<file path="src/rtl/pf_pkg.sv">
package pf_pkg;

  // Source of the request currently shown on the fill port.
  typedef enum logic [1:0] {
    SRC_NONE     = 2'd0,
    SRC_DEMAND   = 2'd1,
    SRC_PREFETCH = 2'd2
  } fill_src_e;

  // Number of lines covered by a window of a given byte size.
  function automatic int unsigned lines_in(input int unsigned bytes_n,
                                           input int unsigned line_bytes);
    return bytes_n / line_bytes;
  endfunction

endpackage

</file>
<file path="src/rtl/pf_demand_slot.sv">
module pf_demand_slot #(
  parameter int LA_W = 26
) (
  input  logic            clk,
  input  logic            rst_n,
  input  logic            load,
  input  logic [LA_W-1:0] load_line,
  input  logic            taken,
  output logic            pend,
  output logic [LA_W-1:0] line
);

  always_ff @(posedge clk or negedge rst_n) begin
    if (!rst_n) begin
      pend <= 1'b0;
      line <= '0;
    end else if (load) begin
      pend <= 1'b1;
      line <= load_line;
    end else if (taken) begin
      pend <= 1'b0;
    end
  end

  // A waiting demand keeps its line until the fill port takes it.
  p_hold_demand_r2: assert property (@(posedge clk) disable iff (!rst_n)
    (pend && !taken) |=> (pend && $stable(line)));

  // No new miss may be loaded over a waiting demand.
  p_no_overwrite_r3: assert property (@(posedge clk) disable iff (!rst_n)
    pend |-> !load);

endmodule

</file>
<file path="src/rtl/pf_stream_walker.sv">
module pf_stream_walker #(
  parameter int LA_W           = 26,
  parameter int WIN_LINES      = 4,
  parameter int PAGE_LINE_BITS = 6
) (
  input  logic            clk,
  input  logic            rst_n,
  input  logic            start,
  input  logic [LA_W-1:0] base_line,
  input  logic            cancel,
  input  logic            step,
  output logic            act,
  output logic [LA_W-1:0] cand
);

  localparam int LEFT_W = $clog2(WIN_LINES + 1);

  logic [LEFT_W-1:0] left;
  logic              base_last;
  logic              cand_last;

  assign base_last = &base_line[PAGE_LINE_BITS-1:0];
  assign cand_last = &cand[PAGE_LINE_BITS-1:0];

  always_ff @(posedge clk or negedge rst_n) begin
    if (!rst_n) begin
      act  <= 1'b0;
      cand <= '0;
      left <= '0;
    end else if (cancel) begin
      act  <= 1'b0;
    end else if (start) begin
      act  <= (WIN_LINES > 0) && !base_last;
      cand <= base_line + 1'b1;
      left <= LEFT_W'(WIN_LINES);
    end else if (step && act) begin
      cand <= cand + 1'b1;
      left <= left - 1'b1;
      if (left == LEFT_W'(1) || cand_last) act <= 1'b0;
    end
  end

  // Checker state: page of the window and steps taken in it.
  logic [LA_W-PAGE_LINE_BITS-1:0] chk_page;
  logic [LEFT_W:0]                chk_steps;

  always_ff @(posedge clk or negedge rst_n) begin
    if (!rst_n) begin
      chk_page  <= '0;
      chk_steps <= '0;
    end else if (start) begin
      chk_page  <= base_line[LA_W-1:PAGE_LINE_BITS];
      chk_steps <= '0;
    end else if (step && act) begin
      chk_steps <= chk_steps + 1'b1;
    end
  end

  p_window_limit_r5: assert property (@(posedge clk) disable iff (!rst_n)
    (act && !start) |-> (chk_steps < (LEFT_W+1)'(WIN_LINES)));

  p_same_page_r7: assert property (@(posedge clk) disable iff (!rst_n)
    (act && !start) |-> (cand[LA_W-1:PAGE_LINE_BITS] == chk_page));

  p_ascend_r5: assert property (@(posedge clk) disable iff (!rst_n)
    (act && step && !cancel && !start) |=> (!act || cand == $past(cand) + 1'b1));

endmodule

</file>
<file path="src/rtl/pf_issue_arb.sv">
module pf_issue_arb
  import pf_pkg::*;
#(
  parameter int LA_W = 26
) (
  input  logic            dem_pend,
  input  logic [LA_W-1:0] dem_line,
  input  logic            pf_act,
  input  logic [LA_W-1:0] pf_line,
  input  logic            probe_hit,
  input  logic            fill_ready,
  output logic            probe_valid,
  output logic            fill_valid,
  output logic [LA_W-1:0] fill_line,
  output fill_src_e       src,
  output logic            dem_taken,
  output logic            pf_issue,
  output logic            pf_step
);

  logic pf_offer;

  always_comb begin
    pf_offer    = pf_act && !dem_pend;
    probe_valid = pf_offer;
    if (dem_pend)                   src = SRC_DEMAND;
    else if (pf_offer && !probe_hit) src = SRC_PREFETCH;
    else                            src = SRC_NONE;
    fill_valid = (src != SRC_NONE);
    fill_line  = dem_pend ? dem_line : pf_line;
    dem_taken  = (src == SRC_DEMAND) && fill_ready;
    pf_issue   = (src == SRC_PREFETCH) && fill_ready;
    pf_step    = pf_offer && (probe_hit || fill_ready);
  end

  // Demand priority: a waiting demand never lets a prefetch through.
  always_comb begin
    if (dem_pend) a_demand_first_r9: assert (!pf_issue);
  end

endmodule

</file>
<file path="src/rtl/pf_counter.sv">
module pf_counter #(
  parameter int CNT_W = 16
) (
  input  logic             clk,
  input  logic             rst_n,
  input  logic             inc,
  output logic [CNT_W-1:0] count
);

  always_ff @(posedge clk or negedge rst_n) begin
    if (!rst_n)   count <= '0;
    else if (inc) count <= count + 1'b1;
  end

endmodule

</file>
<file path="src/rtl/seq_line_prefetch.sv">
module seq_line_prefetch
  import pf_pkg::*;
#(
  parameter int ADDR_W       = 32,
  parameter int LINE_BYTES   = 64,
  parameter int WINDOW_BYTES = 256,
  parameter int PAGE_BYTES   = 4096,
  parameter int CNT_W        = 16
) (
  input  logic              clk,
  input  logic              rst_n,
  input  logic              miss_valid,
  output logic              miss_ready,
  input  logic [ADDR_W-1:0] miss_addr,
  output logic              fill_valid,
  input  logic              fill_ready,
  output logic [ADDR_W-1:0] fill_addr,
  output logic              fill_pf,
  output logic              probe_valid,
  output logic [ADDR_W-1:0] probe_addr,
  input  logic              probe_hit,
  output logic              busy,
  output logic [CNT_W-1:0]  pf_count
);

  localparam int LINE_BITS      = $clog2(LINE_BYTES);
  localparam int LA_W           = ADDR_W - LINE_BITS;
  localparam int WIN_LINES      = int'(lines_in(WINDOW_BYTES, LINE_BYTES));
  localparam int PAGE_LINE_BITS = $clog2(PAGE_BYTES) - LINE_BITS;

  logic            miss_fire;
  logic            dem_pend;
  logic [LA_W-1:0] dem_line;
  logic            dem_taken;
  logic            pf_act;
  logic [LA_W-1:0] pf_line;
  logic            pf_issue;
  logic            pf_step;
  logic [LA_W-1:0] fill_line;
  fill_src_e       src;

  assign miss_ready = !dem_pend;
  assign miss_fire  = miss_valid && miss_ready;

  pf_demand_slot #(.LA_W(LA_W)) u_slot (
    .clk       (clk),
    .rst_n     (rst_n),
    .load      (miss_fire),
    .load_line (miss_addr[ADDR_W-1:LINE_BITS]),
    .taken     (dem_taken),
    .pend      (dem_pend),
    .line      (dem_line)
  );

  pf_stream_walker #(
    .LA_W           (LA_W),
    .WIN_LINES      (WIN_LINES),
    .PAGE_LINE_BITS (PAGE_LINE_BITS)
  ) u_walk (
    .clk       (clk),
    .rst_n     (rst_n),
    .start     (dem_taken),
    .base_line (dem_line),
    .cancel    (miss_fire),
    .step      (pf_step),
    .act       (pf_act),
    .cand      (pf_line)
  );

  pf_issue_arb #(.LA_W(LA_W)) u_arb (
    .dem_pend    (dem_pend),
    .dem_line    (dem_line),
    .pf_act      (pf_act),
    .pf_line     (pf_line),
    .probe_hit   (probe_hit),
    .fill_ready  (fill_ready),
    .probe_valid (probe_valid),
    .fill_valid  (fill_valid),
    .fill_line   (fill_line),
    .src         (src),
    .dem_taken   (dem_taken),
    .pf_issue    (pf_issue),
    .pf_step     (pf_step)
  );

  pf_counter #(.CNT_W(CNT_W)) u_cnt (
    .clk   (clk),
    .rst_n (rst_n),
    .inc   (pf_issue),
    .count (pf_count)
  );

  assign fill_addr  = {fill_line, {LINE_BITS{1'b0}}};
  assign fill_pf    = (src == SRC_PREFETCH);
  assign probe_addr = {pf_line, {LINE_BITS{1'b0}}};
  assign busy       = dem_pend || pf_act;

  // An accepted miss shows up as a demand fill on the next cycle.
  p_demand_next_r2: assert property (@(posedge clk) disable iff (!rst_n)
    (miss_valid && miss_ready) |=> (fill_valid && !fill_pf));

  // First candidate after a demand handshake is the next line.
  p_first_pf_r4: assert property (@(posedge clk) disable iff (!rst_n)
    (fill_valid && fill_ready && !fill_pf)
      |=> (!probe_valid || probe_addr == $past(fill_addr) + ADDR_W'(LINE_BYTES)));

  // A resident candidate is passed over: the probe moves on or stops.
  p_skip_r6: assert property (@(posedge clk) disable iff (!rst_n)
    (probe_valid && probe_hit) |=> (!probe_valid || probe_addr != $past(probe_addr)));

  // Count follows prefetch handshakes.
  p_count_r10: assert property (@(posedge clk) disable iff (!rst_n)
    (fill_valid && fill_ready && fill_pf) |=> (pf_count == $past(pf_count) + 1'b1));

  p_count_hold_r10: assert property (@(posedge clk) disable iff (!rst_n)
    !(fill_valid && fill_ready && fill_pf) |=> $stable(pf_count));

endmodule

</file>
<file path="config.mk">
export PLATFORM = sky130hd
export DESIGN_NAME = seq_line_prefetch
export DESIGN_NICKNAME = d
export VERILOG_FILES = /design/src/rtl/pf_pkg.sv /design/src/rtl/pf_demand_slot.sv /design/src/rtl/pf_stream_walker.sv /design/src/rtl/pf_issue_arb.sv /design/src/rtl/pf_counter.sv /design/src/rtl/seq_line_prefetch.sv
export SDC_FILE = /design/constraint.sdc
export NUM_CORES = 1
export LEC_CHECK = 0
export BUFFER_PORTS_ARGS = -buffer_cell sky130_fd_sc_hd__buf_4
export CAP_MARGIN = 20
export CORE_MARGIN = 5
export CORE_UTILIZATION = 49
export DETAILED_ROUTE_END_ITERATION = 10
export GPL_TIMING_DRIVEN = 0
export PLACE_DENSITY = 0.76
export REMOVE_ABC_BUFFERS = 1
export SKIP_LAST_GASP = 1
export SYNTH_ARGS = -nofsm -noshare
export SYNTH_HDL_FRONTEND = slang
export SYNTH_SLANG_ARGS = --single-unit
</file>
<file path="constraint.sdc">
create_clock -name clk -period 3.1 [get_ports clk]
set_input_delay 0.155 -clock clk [delete_from_list [all_inputs] [get_ports clk]]
set_output_delay 0.155 -clock clk [all_outputs]
set_load 0.1 [all_outputs]
</file>
==> flow_summary.yaml <==
global_route:
  antenna_found_initial: 0
  grt_overflow: 0
  grt.total_usage_pct: 22.2
  grt_max_degree: 74
  grt_pass1_vias: 4173
  grt_pass1_wl_mm: 20.8
synthesis:
  synth.distinct_cells: 63
  synth_top_area_share_pct: 39.0
  synth.most_common_cell: "dfrtp_1"
  synth_area_leaders: "dfrtp_1 39%, mux2_2 12%, o21ai_0 4.0%"
  synthTopCellsByCount: "73 x dfrtp_1, 51 x mux2_2, 46 x nand2_1, 37 x o21ai_0, 30 x nor2_1"
  synth_seq_cells: 73
  syn_inst: 502
  ys_seq_area_share_pct: 39.0
  synth_edf_count: 0
  synth.avg_cell_area_um2: 9.32
  synth-main-ff-cell: "dfrtp_1"
  ys_warn_count: 0
  async_reset_ff_share_pct: 100
  netlist_area_mm2: 0.00468
  yosysTopAreaCell: "dfrtp_1"
detailed_routing:
  wl_per_cell_um: 17.9
  drtPass1Iterations: 5
  num_vias: 4384
  drtIter0Drc: 404
  vias_per_cell: 5.96
  drt-total-wl_mm: 13.2
  antenna_left: 0
  drc: 0
floorplan:
  rows: 35
  fp.dieH_um: 108
  fp.dieArea_mm2: 0.0116
  io_pins: 122
  start_util_pct: 50.4
  core-area_mm2: 0.00928
  dieWidth_um: 108
clocking:
  clkTransAtPathRegs_ps: 90
  htreeDepth: 3
  cts_sinks: 73
  cts_made_buffers: 9
  clk_latency_ps: 360
  root_buffer: "clkbuf_8"
  clockBufferDepth: 2
  cts_tree: "done"
placed_design:
  io_buffer_count: 103
  place_hpwl_mm: 8.45
  gp_congestion: 0.811
sta:
  fmax_ghz: 0.331
  period_needed_ps: 3020
  worst_pin_slew_ps: 1080
  fin_tns_setup_ps: 0
  fin_worst_skew_ps: 13.3
  max_slew_margin_pct: 28.0
  finalHoldViolCount: 0
  setup_viol: 0
  fin_crit_sh_pct: 97.5
  rsz0062_at_grt: "false"
  final_max_slew_viol_count: 0
layout:
  nets: 642
  area_delta_synth_final_pct: 26.0
  antenna_cells: 0
  drive_gt1_share_pct: 34.5
  finalCoreUtilization_pct: 63.5
critical_path:
  worst_setup_path_start_kind: "flip-flop"
  worstReg2RegStart: "u_slot.pend"
  r2r_slack_ps: 80
  rr_worst_depth: 10
  timing.rr.end: "u_walk.cand[14]"
  critPathArrivalTime_ps: 3320
  endpoint_kind: "flip-flop"
  crit_type: "flip-flop to flip-flop"
  critical_path_required_ps: 3400
  path_max_fanout: 46
power:
  peakVddDrop_v: 0.000587
  cellLeakagePower_uw: 0.00258
  power_density_mw_per_mm2: 1100
  power_uw: 6510
hold_path:
  min-delay-start: "miss_addr[16]"
  hp-class: "primary input to flip-flop"
  min_to: "u_slot.line[10]"
  min_delay_path_depth: 2
status:
  status: "finished, final reports clean"
job:
  max_cap_viol_count: 0
==> per-layer routing <==
layer	vias up	GRT usage (%)	share of wire [%]
met2	230	35.4	47
met4	0	9.20	2.1
met3	32	4.26	8.7
li1	2036	-	-
met1	2086	29.5	42
met5	-	0	0
==> state kept, by name, indices dropped and copies added (netlist names) <==
name and flops:
u_walk.left 3, u_walk.act 1, u_cnt.count 16, u_walk.cand 26, u_slot.pend 1, u_slot.line 26
==> through the flow <==
| stage | hold WS [ps] | std cells | setup slack (ps) | instance area, µm² |
|---|---|---|---|---|
| 6_report | 17.4 | 735 | 77.5 | 5900 |
| 5_1_grt | 19.5 | 735 | 19.2 | 5900 |
| 4_1_cts | 12.0 | 733 | 24.1 | 5870 |
| 3_5_place_dp | 363 | 704 | -771 | 5500 |
| 3_3_place_gp | 365 | 702 | -2240 | 5430 |
| 2_1_floorplan | -141 | 470 | -1690 | 4500 |
==> worst max-delay path by stage <==
stage,slack [ps],to,start,cells past startpoint
floorplan,-1690,fill_valid,u_slot.pend,3
global placement,-2240,u_walk.cand[22],u_slot.pend,6
detailed placement,-770,u_walk.cand[24],u_slot.pend,9
CTS,20,u_walk.cand[24],u_slot.pend,10
global route,20,u_walk.cand[22],u_slot.pend,10
finish,80,u_walk.cand[14],u_slot.pend,10
==> area by class of cell <==
| cell class | instances | area (µm²) |
|---|---|---|
| clock buffers | 10 | 138 |
| clock inverters | 6 | 72.6 |
| multi-input cells | 384 | 2700 |
| flip-flops and latches | 73 | 1830 |
| well taps | 129 | 161 |
| fillers | 787 | 3390 |
| inverters | 15 | 56.3 |
| repair buffers | 118 | 937 |
==> logic make-up after synthesis <==
family	after synthesis	share of synthesized area, %
xor+xnor	17	3.18
flops	73	39.0
simple gates	169	19.0
mux	66	15.5
buf+inv	58	5.99
other cells	1	0.0801
compound gates	114	16.2
fa+ha+maj	4	1.07
==> cell usage in the layout, fill, tap and decap left out, types with 4 or more instances in the layout <==
| cell type | instances |
|---|---|
| buf_4 | 113 |
| dfrtp_1 | 72 |
| mux2_2 | 51 |
| nand2_1 | 45 |
| o21ai_0 | 37 |
| nor2_1 | 30 |
| a21oi_1 | 17 |
| nand3_1 | 16 |
| nand4_1 | 16 |
| inv_1 | 15 |
| mux2i_1 | 15 |
| and3_1 | 13 |
| xnor2_1 | 13 |
| nor3_1 | 12 |
| conb_1 | 12 |
| clkbuf_8 | 10 |
| a211oi_1 | 8 |
| o31ai_1 | 6 |
| nor2b_1 | 5 |
| a221oi_1 | 5 |
| a31oi_1 | 5 |
| xor2_1 | 4 |
| or3_1 | 4 |
| o21a_1 | 4 |
| ha_1 | 4 |
==> critical path: stages, from the launching register on <==
cell,delay [ps]
dfrtp_4,580
buf_12,220
and2_4,180
mux2_2,300
ha_1,240
o211a_1,290
nand4_4,200
buf_4,210
nor3_1,310
mux2i_1,260
o22a_1,170
==> repair_timing <==
action,in CTS,in global routing
endpoints found under the setup margin,21,8
pin swaps,2,2
hold buffers,1,0
cloned,2,0
setup buffers,10,2
gates resized for setup,7,2
hold endpoints to repair,72,0
==> report_power, final <==
part           internal [µW]  switching [µW]  leakage [µW]
clock network            404             402      0.000104
logic                    951            3120       0.00158
registers               1230             401      0.000892
(Power assumes the default switching activity.)
